File: src/rtl/fsa_pkg.sv
package fsa_pkg;
    localparam int BYTE_W  = 8;
    localparam int OFF_BIT = 6;
    localparam int SUM_TOP = 5;

    typedef struct packed {
        logic [BYTE_W-1:0] status;
        logic [BYTE_W-1:0] mask;
    } grp_state_t;

    typedef struct packed {
        logic alert_n;
    } top_state_t;

    function automatic int sum_bit(input int g);
        return SUM_TOP - g;
    endfunction
endpackage

File: src/rtl/fsa_status_group.sv
module fsa_status_group
    import fsa_pkg::*;
#(
    parameter logic [BYTE_W-1:0] IMPL_BITS = 8'hFF
) (
    input  logic              clk,
    input  logic              rst_n,
    input  logic [BYTE_W-1:0] evt,
    input  logic              clr_sel,
    input  logic              msk_sel,
    input  logic [BYTE_W-1:0] data,
    input  logic              clear_all,
    output logic [BYTE_W-1:0] status_o,
    output logic              pend_nx
);
    grp_state_t st_d, st_q;

    always_comb begin
        st_d = st_q;
        if (clear_all) begin
            st_d.status = '0;
        end
        if (clr_sel) begin
            st_d.status = st_d.status & ~data;
        end
        st_d.status = (st_d.status | evt) & IMPL_BITS;
        if (msk_sel) begin
            st_d.mask = data & IMPL_BITS;
        end
        pend_nx = |(st_d.status & ~st_d.mask);
    end

    always_ff @(posedge clk or negedge rst_n) begin
        if (!rst_n) begin
            st_q <= '0;
        end else begin
            st_q <= st_d;
        end
    end

    assign status_o = st_q.status;

    p_sticky_r1: assert property (@(posedge clk) disable iff (!rst_n)
        (!(|evt) && !clr_sel && !clear_all) |=> $stable(status_o));

    p_unimpl_zero_r2: assert property (@(posedge clk) disable iff (!rst_n)
        ((status_o & ~IMPL_BITS) == '0));

    p_w1c_r3: assert property (@(posedge clk) disable iff (!rst_n)
        (clr_sel && !clear_all && !(|evt)) |=> (status_o == ($past(status_o) & ~$past(data))));

    p_evt_wins_r5: assert property (@(posedge clk) disable iff (!rst_n)
        (|(evt & IMPL_BITS)) |=> ((status_o & $past(evt & IMPL_BITS)) == $past(evt & IMPL_BITS)));
endmodule

File: src/rtl/fsa_summary.sv
module fsa_summary
    import fsa_pkg::*;
#(
    parameter int NGRP = 3
) (
    input  logic [NGRP*BYTE_W-1:0] status_flat,
    input  logic                   power_ok,
    output logic [BYTE_W-1:0]      summary
);
    always_comb begin
        summary = '0;
        for (int g = 0; g < NGRP; g++) begin
            summary[sum_bit(g)] = |status_flat[g*BYTE_W +: BYTE_W];
        end
        summary[OFF_BIT] = !power_ok;
    end
endmodule

File: src/rtl/fault_alert_agg.sv
module fault_alert_agg
    import fsa_pkg::*;
#(
    parameter int                    NGRP      = 3,
    parameter logic [NGRP*8-1:0]     IMPL_MAP  = 24'h7FD5FB
) (
    input  logic                     clk,
    input  logic                     rst_n,
    input  logic [NGRP*8-1:0]        fault_evt,
    input  logic                     wr_en,
    input  logic                     wr_target,
    input  logic [$clog2(NGRP)-1:0]  wr_group,
    input  logic [7:0]               wr_data,
    input  logic                     clear_all,
    input  logic                     power_ok,
    output logic [NGRP*8-1:0]        status_rd,
    output logic [7:0]               summary_rd,
    output logic                     alert_n
);
    localparam int GRP_W = $clog2(NGRP);

    logic [NGRP-1:0] pend_nx;
    top_state_t      t_d, t_q;

    for (genvar g = 0; g < NGRP; g++) begin : g_grp
        logic sel;
        assign sel = wr_en && (wr_group == GRP_W'(g));
        fsa_status_group #(
            .IMPL_BITS(IMPL_MAP[g*BYTE_W +: BYTE_W])
        ) i_grp (
            .clk      (clk),
            .rst_n    (rst_n),
            .evt      (fault_evt[g*BYTE_W +: BYTE_W]),
            .clr_sel  (sel && !wr_target),
            .msk_sel  (sel && wr_target),
            .data     (wr_data),
            .clear_all(clear_all),
            .status_o (status_rd[g*BYTE_W +: BYTE_W]),
            .pend_nx  (pend_nx[g])
        );
    end

    fsa_summary #(.NGRP(NGRP)) i_sum (
        .status_flat(status_rd),
        .power_ok   (power_ok),
        .summary    (summary_rd)
    );

    always_comb begin
        t_d = t_q;
        t_d.alert_n = !(|pend_nx);
    end

    always_ff @(posedge clk or negedge rst_n) begin
        if (!rst_n) begin
            t_q <= '{alert_n: 1'b1};
        end else begin
            t_q <= t_d;
        end
    end

    assign alert_n = t_q.alert_n;

    p_clear_all_r4: assert property (@(posedge clk) disable iff (!rst_n)
        (clear_all && !(|fault_evt)) |=> (status_rd == '0));

    p_alert_needs_status_r6: assert property (@(posedge clk) disable iff (!rst_n)
        !alert_n |-> (|status_rd));

    p_off_live_r9: assert property (@(posedge clk) disable iff (!rst_n)
        $fell(power_ok) |-> summary_rd[OFF_BIT]);
endmodule

File: config.mk
export PLATFORM = sky130hd
export DESIGN_NAME = fault_alert_agg
export DESIGN_NICKNAME = d
export VERILOG_FILES = /design/src/rtl/fsa_pkg.sv /design/src/rtl/fsa_status_group.sv /design/src/rtl/fsa_summary.sv /design/src/rtl/fault_alert_agg.sv
export SDC_FILE = /design/constraint.sdc
export NUM_CORES = 1
export LEC_CHECK = 0
export BUFFER_PORTS_ARGS = -buffer_cell sky130_fd_sc_hd__buf_2
export CAP_MARGIN = 30
export CORE_MARGIN = 1.5
export CORE_UTILIZATION = 35
export DETAILED_ROUTE_END_ITERATION = 8
export GPL_TIMING_DRIVEN = 0
export HOLD_SLACK_MARGIN = 0.08
export SYNTH_ARGS = -nofsm -noshare
export SYNTH_HDL_FRONTEND = slang
export SYNTH_HIERARCHICAL = 1
export SYNTH_SLANG_ARGS = --single-unit
File: constraint.sdc
create_clock -name clk -period 1.4 [get_ports clk]
set_input_delay 0.14 -clock clk [delete_from_list [all_inputs] [get_ports clk]]
set_output_delay 0.14 -clock clk [all_outputs]
set_load 0.05 [all_outputs]
=== Yosys cells after proc, flatten, opt, wreduce, memory -nomap -nowiden ===
Index checks and enable logic that the tools add are counted.

* Logic and storage cells: 48
* Latch bits: 0
* Memories kept: 0
* ROM bits: 0
* Output and inout bits: 33
* Register bits after elaboration: 44
* Memory bits (writable): 0
* Input bits: 40

* Bitwise gates (word level): 13
* Div/mod/pow operators: 0
* Add/sub/neg operators: 0
* Equality and inequality tests: 2
* Reduce and logical (&&, ||, !) cells: 17
* Shift operators: 0
* Multiply operators: 0
* Magnitude comparators: 0
* Muxes and demuxes: 9

{| class="wikitable"
|+ Operators with widths
! kind !! number
|-
| 8-bit 2-to-1 mux || 7
|-
| 8-bit bitwise AND || 4
|-
| 8-bit NOT || 4
|-
| 24-bit OR reduction || 1
|-
| 8-bit OR || 2
|-
| 7-bit 2-to-1 mux || 2
|-
| 7-bit OR reduction || 2
|-
| 1-bit logical AND || 9
|-
| 7-bit by 8-bit bitwise AND with 8-bit output || 1
|-
| 7-bit bitwise AND || 1
|-
| 7-bit OR || 1
|-
| 5-bit OR reduction || 1
|-
| 1-bit logical NOT || 3
|-
| 2-bit by 1-bit equality test with 1-bit output (second input constant) || 1
|-
| 2-bit equality test (second input constant) || 1
|-
| 2-bit logical NOT || 1
|}

=== Longest topological paths before layout ===
Gate-level depths: netlist of the first run.

* Word-level depth: 8
* Gate-level depth with buffers: 6
* Gate-level depth less buffers: 6

=== Modules after synthesis ===
The synthesis of the first run kept the hierarchy.

{| class="wikitable"
|+ By module, submodules not included
! module !! cells an instance !! area each (µm²) !! sequential area each (µm²) !! times used
|-
| fsa_status_group at g_grp[0].i_grp ... || 57 || 635.6 || 350.3 || 2
|-
| fsa_status_group at g_grp[1].i_grp || 43 || 466.7 || 250.2 || 1
|-
| fault_alert_agg || 8 || 106.4 || 26.3 || 1
|-
| fsa_summary || 15 || 86.3 || 0.0 || 1
|}

=== Least setup slack after synthesis of the first run ===
Ideal clock, no wire load.

* Path type: in2reg
* Start: in wr_group[0]
* End: reg t_q, in the netlist alert_n
* Path buffers: 0
* Setup time: 0.082 ns
* Stages on the path: 6
* Arrival time: 1.503 ns
* Setup slack: -0.185 ns
* Data required time: 1.318 ns
* Cell sequence: nor4b_2 > nand2_1 > a31o_1 > a222oi_1 > nand3_1 > nor3_1

{| class="wikitable"
|+ RTL lines
! item !! line !! RTL
|-
| start: declaration || fault_alert_agg.sv:12 || <nowiki>input logic [$clog2(NGRP)-1:0] wr_group,</nowiki>
|-
| end signal: assignment || fault_alert_agg.sv:56 || <nowiki>t_q <= '{alert_n: 1'b1};</nowiki>
|-
| end signal: assignment || fault_alert_agg.sv:58 || <nowiki>t_q <= t_d;</nowiki>
|-
| end: declaration || fault_alert_agg.sv:23 || <nowiki>top_state_t t_d, t_q;</nowiki>
|}

=== Worst setup path after layout of the first run ===
* Start: reg g_grp[1].i_grp.st_q, in the netlist g_grp[1].i_grp/status_o[0]
* End: out summary_rd[4]

* Word-level cells in the longest chain between the ends: 1

{| class="wikitable"
|+ RTL lines
! item !! line !! RTL
|-
| start: declaration || fsa_status_group.sv:16 || <nowiki>grp_state_t st_d, st_q;</nowiki>
|-
| start signal: assignment || fsa_status_group.sv:37 || <nowiki>st_q <= st_d;</nowiki>
|-
| 5-bit OR reduction || fsa_summary.sv:13 || <nowiki>summary[sum_bit(g)] = |status_flat[g*BYTE_W +: BYTE_W];</nowiki>
|-
| end: declaration || fault_alert_agg.sv:17 || <nowiki>output logic [7:0] summary_rd,</nowiki>
|}

No other way between the ends.

==> results of run 1 <==
critical path, delay by kind of cell, from the launching register on:
| family | cells | cell delay [ps] |
|---|---|---|
| buffers and inverters | 2 | 290 |
| flip-flops | 1 | 400 |
| AND/OR/NAND/NOR | 2 | 340 |
registers in the layout, summed over array words and instances, names as in the netlist:
register	count
g_grp.i_grp/status_o	19
g_grp.i_grp/st_q	19
alert_n	1
timing repair:
item,CTS,global route
pin swaps,15,5
hold endpoints to repair,56,0
resized for setup,21,9
endpoints found under the setup margin,4,7
hold buffers,19,0
setup buffers,2,2
per-layer routing:
layer / vias up / part of all wire, % / track usage (%)
met2: 50 / 48 / 26.5
met5: - / 0 / 0
met3: 2 / 5.2 / 3.93
met1: 764 / 46 / 20.7
met4: 0 / 0.72 / 6.18
li1: 759 / - / -
cell usage in the layout (no fill, tap or decap), types with 3 or more instances in the layout:
cell type / synthesis / routed
mux2_2: 9 / 9
buf_6: 0 / 7
buf_2: 2 / 55
inv_1: 22 / 22
a31oi_1: 8 / 6
a31o_1: 3 / 3
nand2_1: 22 / 22
dlygate4sd3_1: 0 / 18
mux2i_1: 10 / 10
dfrtp_1: 38 / 38
clkbuf_8: 0 / 6
a31o_2: 8 / 8
buf_4: 28 / 24
conb_1: 4 / 9
nor4_4: 0 / 5
how the worst max path moves through the flow:
stage	endpoint	slack (ps)
floorplan	alert_n$_DFF_PN1_	-50
global placement	alert_n$_DFF_PN1_	-590
detailed placement	alert_n$_DFF_PN1_	-580
CTS	summary_rd[4]	-50
global route	alert_n$_DFF_PN1_	-190
finish	summary_rd[4]	-60
kinds of logic after synthesis:
| family | count (synthesis) |
|---|---|
| buffers and inverters | 52 |
| muxes | 19 |
| DFF | 39 |
| AOI/OAI and AO/OA | 27 |
| and+or+nand+nor | 39 |
| other | 4 |
cell type report:
| type | count | area, um2 |
|---|---|---|
| well taps | 70 | 87.6 |
| fillers | 491 | 2420 |
| repair buffers | 81 | 548 |
| inverters | 22 | 82.6 |
| plain buffers | 25 | 194 |
| clock buffers | 6 | 82.6 |
| multi-input cells | 94 | 781 |
| flip-flops and latches | 39 | 977 |
| clock inverters | 2 | 35.0 |
through the flow:
| stage | cell area (um2) | hold WS [ps] | TNS (ps) | worst slack (ps) |
|---|---|---|---|---|
| after floorplan | 1960 | -156 | -50.1 | -50.1 |
| after global placement | 2340 | 296 | -586 | -586 |
| after detailed placement | 2340 | 300 | -576 | -576 |
| after CTS | 2720 | 94.8 | -140 | -45.3 |
| after global routing | 2790 | 126 | -511 | -193 |
| final | 2790 | 103 | -147 | -62.4 |
report_power, final:
part / total (mW) / internal [mW] / switching (mW) / leakage (nW)
combinational: 0.801 / 0.328 / 0.473 / 0.785
clock: 0.959 / 0.577 / 0.383 / 0.0612
sequential: 1.34 / 1.28 / 0.0595 / 0.444
total: 3.10 / 2.19 / 0.915 / 1.29
==> results.md, run 1 <==
* Critical path type: reg -> out
* GPL Wtd Cong at ~0.74
* Grt total ovfl at 0
* Non-filler instance count after layout at between 300 and 400
* Antenna violations before repair at 0
* Fin util at a little over half
* First-pass iteration count of the detailed router at 4
* Max cap viols at 0
* Synthesized flop and latch total at 39
* Hold Crit Endpoint: g_grp[2].i_grp/status_o[1]$_DFF_PN0_
* Die area at approximately 6000 um2
* CP Max Fanout at 2
* Overall power at a little over 3 mW
* Post-synthesis mux area share at between 10% and 20%
* Fin. Hold Viols at 0
* Simple-gate share of the synthesized area at 11.5%
* Worst Path Arrival at around 1300 ps
* Post-Syn Instances at 180
* Seq/Total Area, Yosys at between 50% and 60%
* Mean Syn Cell Area at around 11 um2
* CORE AREA at about 5200 um2
* RSZ-0062 raised after global routing: true
* Setup violators final at 4
* Tightest Hold Check Type: in -> reg
* Peak VDD IR at between 0.5 and 0.6 mV
* CTS buffer count at 5
* Layout area overhead at 44.4%
* Hold path start: fault_evt[17]
* Starting density of the core at roughly 37%
* I/O Buffers at 58
* Pin count of the biggest net entering global routing at 40
* Main combinational cell family by area after synthesis: buffers and inverters
* Asr flop ratio synth at 100%
* CP cell instances: buf_6 > nor4_4 > nand2_1 > buf_6
* FF-to-FF path depth at 4
* Vias in the first global route at around 1600
* Post-synth cell types at 24
* CP max stage delay at ~400 ps
* Clock tree from TritonCTS: yes
* Flop2flop setup slack at 0 ps
* Ys flop type: dfrtp_1
* Synth area leaders: dfrtp_1 (49%), buf_4 (11%), mux2_2 (5.2%)
* DP HPWL at 3250 um
* Avg WL per Cell at about 14 um
* Vias at 1575
* Commonest cells in the netlist: dfrtp_1 (38), buf_4 (28), inv_1 (22), nand2_1 (22), mux2i_1 (10)
* Final #Nets at 308
* Drt total wl at around 4700 um
* Most used cell, CP: buf_6
* Layout cells sized above 1 at 47.6%
* Synth Area in Compound Gates at between 10% and 20%
* Crit Reg-Reg Startpoint: g_grp[1].i_grp/status_o[7]$_DFF_PN0_
* Worst Hold Depth at 2
* Post-synthesis adder-cell area fraction at 0%
* Worst slew margin at around 43%
* Drt via density at 4.65
* CTS sink count at 39
* Clock Path Buffers at 2
* Tcrit/Tclk final at 104%
* Leak Pwr at ~1.3 nW
* Placed Instances at between 300 and 400
* Pwr dens at 1110 nW/um2
* Worst-Skew Late Latency at between 200 and 300 ps
* Slew Limit Fails at 0
* Syn Std Cell Area at 1930 um2
* CTS clock-pin slew for the worst setup and hold paths at ~70 ps
* Initial drt markers at 65
* Tmin final at about 1500 ps
* Final WS setup at -62.4 ps
* First-pass GRT wire length at approximately 7500 um
* Rows at 26
* CTS Root Cell: clkbuf_8
* Failing checks: negative setup slack
* IO Pins at 73
* CP Launch Point: g_grp[1].i_grp/status_o[0]$_DFF_PN0_
* Critical path startpoint category: register
* Status: complete, but fails checks
* Synth Warn # at 6
* Data required, critical path at roughly 1300 ps
* CP Capture Type: output port
* Post-route DRC at 0
* Crit-path slowest cell: dfrtp_1
* Dominant cell type by area after synthesis: dfrtp_1
* Worst-Margin Slew at roughly 860 ps
* Most frequent cell after synthesis: dfrtp_1
* Post-synth EDFFs at 0
* Routed Antenna Nets at 0
* CTS H-tree lvls at 2
* Die X at 77.3 um
* Synth Area in XOR/XNOR at 0%
* Max Freq at approximately 680 MHz
* Critical R2R Capture: alert_n$_DFF_PN1_
* Post-synth top area share at approximately half
* Inserted Diodes at 0
* Die Y at just under 80 um
* Global Route Usage Sum at 16.2%
* Max Clock Skew at around 5 ps
No activity file was read; power rests on OpenSTA's default activity.
==> inputs of run 2 (changes only) <==
--- a/config.mk
+++ b/config.mk
@@ -7,11 +7,14 @@
 export LEC_CHECK = 0
 export BUFFER_PORTS_ARGS = -buffer_cell sky130_fd_sc_hd__buf_2
 export CAP_MARGIN = 30
+export CELL_PAD_IN_SITES_DETAIL_PLACEMENT = 2
+export CELL_PAD_IN_SITES_GLOBAL_PLACEMENT = 2
 export CORE_MARGIN = 1.5
-export CORE_UTILIZATION = 35
+export CORE_UTILIZATION = 26
 export DETAILED_ROUTE_END_ITERATION = 8
 export GPL_TIMING_DRIVEN = 0
 export HOLD_SLACK_MARGIN = 0.08
+export PLACE_DENSITY_LB_ADDON = 0.1
 export SYNTH_ARGS = -nofsm -noshare
 export SYNTH_HDL_FRONTEND = slang
 export SYNTH_HIERARCHICAL = 1
==> run 2 against run 1 <==
Effect of this change: the flow still finishes with violations (negative setup slack); non-clock buffer count grew 5; first-iteration DRC count shrank 6.2%; fmax shrank 0.66%; critical path depth is the same; die area grew 33%; cell area grew 3.5%; routed wire length grew 19%; count of clock-buffer cells in the layout grew 2; hold slack lost 39 ps; sequential share of layout area shrank 1.2 points; utilization shrank 14 points; global-route usage shrank 0.83 points; largest power group unchanged.
==> results.md, run 2 (same netlist as run 1, synthesis figures left out) <==
* RSZ-0062 raised after global routing: true (unchanged)
* Fin. Hold Viols at 0 (unchanged)
* Leak Pwr at 1.32 nW (was 1.29 nW)
* Non-filler instance count after layout at 373 (was 339)
* Storage element area at 977 um2 (unchanged)
* Pin count of the biggest net entering global routing at 40 (unchanged)
* Grt total ovfl at 0 (unchanged)
* CTS clock-pin slew for the worst setup and hold paths at 70 ps (about the same)
* Initial drt markers at 61 (was 65)
* Setup violators final at 4 (unchanged)
* CTS H-tree lvls at 2 (unchanged)
* Antenna violations before repair at 0 (unchanged)
* Max cap viols at 0 (unchanged)
* CP Max Fanout at 2 (unchanged)
* CORE AREA at 7210 um2 (was 5200 um2)
* Tmin final at 1470 ps (was 1460 ps)
* First-pass iteration count of the detailed router at 5 (was 4)
* I/O Buffers at 58 (unchanged)
* Worst Path Arrival at 1330 ps (was 1320 ps)
* CTS buffer count at 5 (unchanged)
* Post-route DRC at 0 (unchanged)
* Tcrit/Tclk final at 105% (was 104%)
* Die Y at 89.2 um (was 77.3 um)
* Area of the multi-input gates at 783 um2 (was 781 um2)
* Logic pwr share at 27.9% (was 25.8%)
* First-pass GRT wire length at 9030 um (was 7480 um)
* GPL Wtd Cong at 0.690 (was 0.737)
* Dpl ws at -718 ps (was -576 ps)
* Rows at 31 (was 26)
* Starting density of the core at 26.8% (was 37.1%)
* Drt via density at 4.39 (was 4.65)
* Vias in the first global route at 1775 (was 1580)
* CTS Root Cell: clkbuf_8 (unchanged)
* Die X at 89.2 um (was 77.3 um)
* Vias at 1639 (was 1575)
* Drt total wl at 5600 um (was 4710 um)
* Max Freq at 679 MHz (was 684 MHz)
* Sum Neg Setup Slack at -196 ps (was -147 ps)
* Layout cells sized above 1 at 49.3% (was 47.6%)
* Max Clock Skew at 2.07 ps (was 5.04 ps)
* Inserted Diodes at 0 (unchanged)
* Slew Limit Fails at 0 (unchanged)
* Worst-Skew Late Latency at 290 ps (was 280 ps)
* Tightest Hold Check Type: in -> reg (unchanged)
* Fin util at 40.0% (was 53.6%)
* Layout area overhead at 49.5% (was 44.4%)
* CTS sink count at 39 (unchanged)
* Clock tree from TritonCTS: yes (unchanged)
* Pint at 2.08 mW (was 2.19 mW)
* Peak VDD IR at 0.355 mV (was 0.526 mV)
* Psw at 0.939 mW (was 0.915 mW)
* Routed Antenna Nets at 0 (unchanged)
* DP HPWL at 4010 um (was 3250 um)
* Most common cell after layout, fill and taps aside: buf_2 (unchanged)
* Critical path startpoint category: register (unchanged)
* CTS Hold Bufs at 19 (unchanged)
* Fillers at 813 (was 491)
* Failing checks: negative setup slack (unchanged)
* CP Capture Type: output port (unchanged)
* Final WS setup at -72.1 ps (was -62.4 ps)
* Clock Path Buffers at 2 (unchanged)
* Pwr dens at 1050 nW/um2 (was 1110 nW/um2)
* Hold slack at 64.2 ps (was 103 ps)
* Data required, critical path at 1260 ps (about the same)
* Net Sw Frac at 31.1% (was 29.5%)
* Most frequent cells in the layout: buf_2 (54), dfrtp_1 (38), buf_4 (24) (was buf_2 (55), dfrtp_1 (38), buf_4 (24))
* Final #Nets at 313 (was 308)
* Reg power frac at 44.3% (was 43.3%)
* Avg WL per Cell at 15.0 um (was 13.9 um)
* Status: complete, but fails checks (unchanged)
* Placed Instances at 342 (was 313)
* Critical path type: reg -> out (unchanged)
* Clk pwr share at 27.8% (was 30.9%)
* IO Pins at 73 (unchanged)
* Die area at 7950 um2 (was 5970 um2)
* Global Route Usage Sum at 15.4% (was 16.2%)
==> run 2: cell count changes in the layout (fill, tap and decap cells not counted), sizes merged <==
| cell | delta |
|---|---|
| buf | +5 |
| clkbuf | +2 |
| bufinv | -1 |
| clkinv | -1 |
| dlygate4sd3 | -1 |
| dlymetal6s4s | +1 |
==> run 2: timing repair <==
action / in CTS / in global routing
endpoints found under the hold margin: 57 / 1
setup buffers: 5 / 0
gates cloned: 0 / 0
pin swaps: 11 / 13
endpoints found under the setup margin: 4 / 9
resized for setup: 24 / 15
==> run 2: worst max-delay path, cell delays in order, from the launching register on <==
cell and delay, ps:
dfrtp_1 420, buf_6 130, nor4_2 230, nand2_1 100, buf_6 160
==> run 2: power by group through the flow <==
stage | logic (mW) | clock network, mW | registers [mW]
4_1_cts | 0.821 | 0.887 | 1.34
6_report | 0.844 | 0.841 | 1.34
3_3_place_gp | 0.732 | 0 | 1.35
2_1_floorplan | 0.537 | 0 | 1.34
5_1_grt | 0.922 | 0.931 | 1.36
3_5_place_dp | 0.743 | 0 | 1.36
==> run 2: final cells by class <==
class / count / share of cell area (%)
flip-flops and latches: 39 / 33.9
multi-input cells: 94 / 27.1
repair buffers: 83 / 20.3
plain buffers: 28 / 8.11
well taps: 99 / 4.29
clock buffers: 8 / 3.47
inverters: 22 / 2.86
==> run 2: per-layer routing <==
| metal | vias up | track usage (%) | part of all wire, % |
|---|---|---|---|
| li1 | 775 | - | - |
| met1 | 810 | 20.4 | 45 |
| met3 | 6 | 3.05 | 4.0 |
| met5 | - | 0 | 0 |
| met2 | 48 | 25.5 | 50 |
| met4 | 0 | 4.62 | 1.2 |
==> run 2: through the flow <==
step | cell area [um2] | power (mW)
detailed placement | 2370 | 2.10
floorplan | 1960 | 1.88
CTS | 2800 | 3.04
global route | 2890 | 3.21
global placement | 2370 | 2.08
finish | 2890 | 3.02
==> run 2: path summary, 6_finish.rpt <==
| kind | start | to | slack [ps] | cells after the start |
|---|---|---|---|---|
| setup / recovery | g_grp[1].i_grp/status_o[4]$_DFF_PN0_ | summary_rd[4] | -70 | 4 |
| hold / removal | fault_evt[10] | g_grp[1].i_grp/status_o[2]$_DFF_PN0_ | 60 | 3 |
| setup reg to reg | g_grp[2].i_grp/status_o[2]$_DFF_PN0_ | alert_n$_DFF_PN1_ | 10 | 5 |
| hold reg to reg | g_grp[0].i_grp/st_q[5]$_DFF_PN0_ | g_grp[0].i_grp/st_q[5]$_DFF_PN0_ | 480 | 2 |
| max in group asynchronous | rst_n | alert_n$_DFF_PN1_ | 800 | 3 |
| min in group asynchronous | rst_n | g_grp[1].i_grp/status_o[7]$_DFF_PN0_ | 340 | 3 |
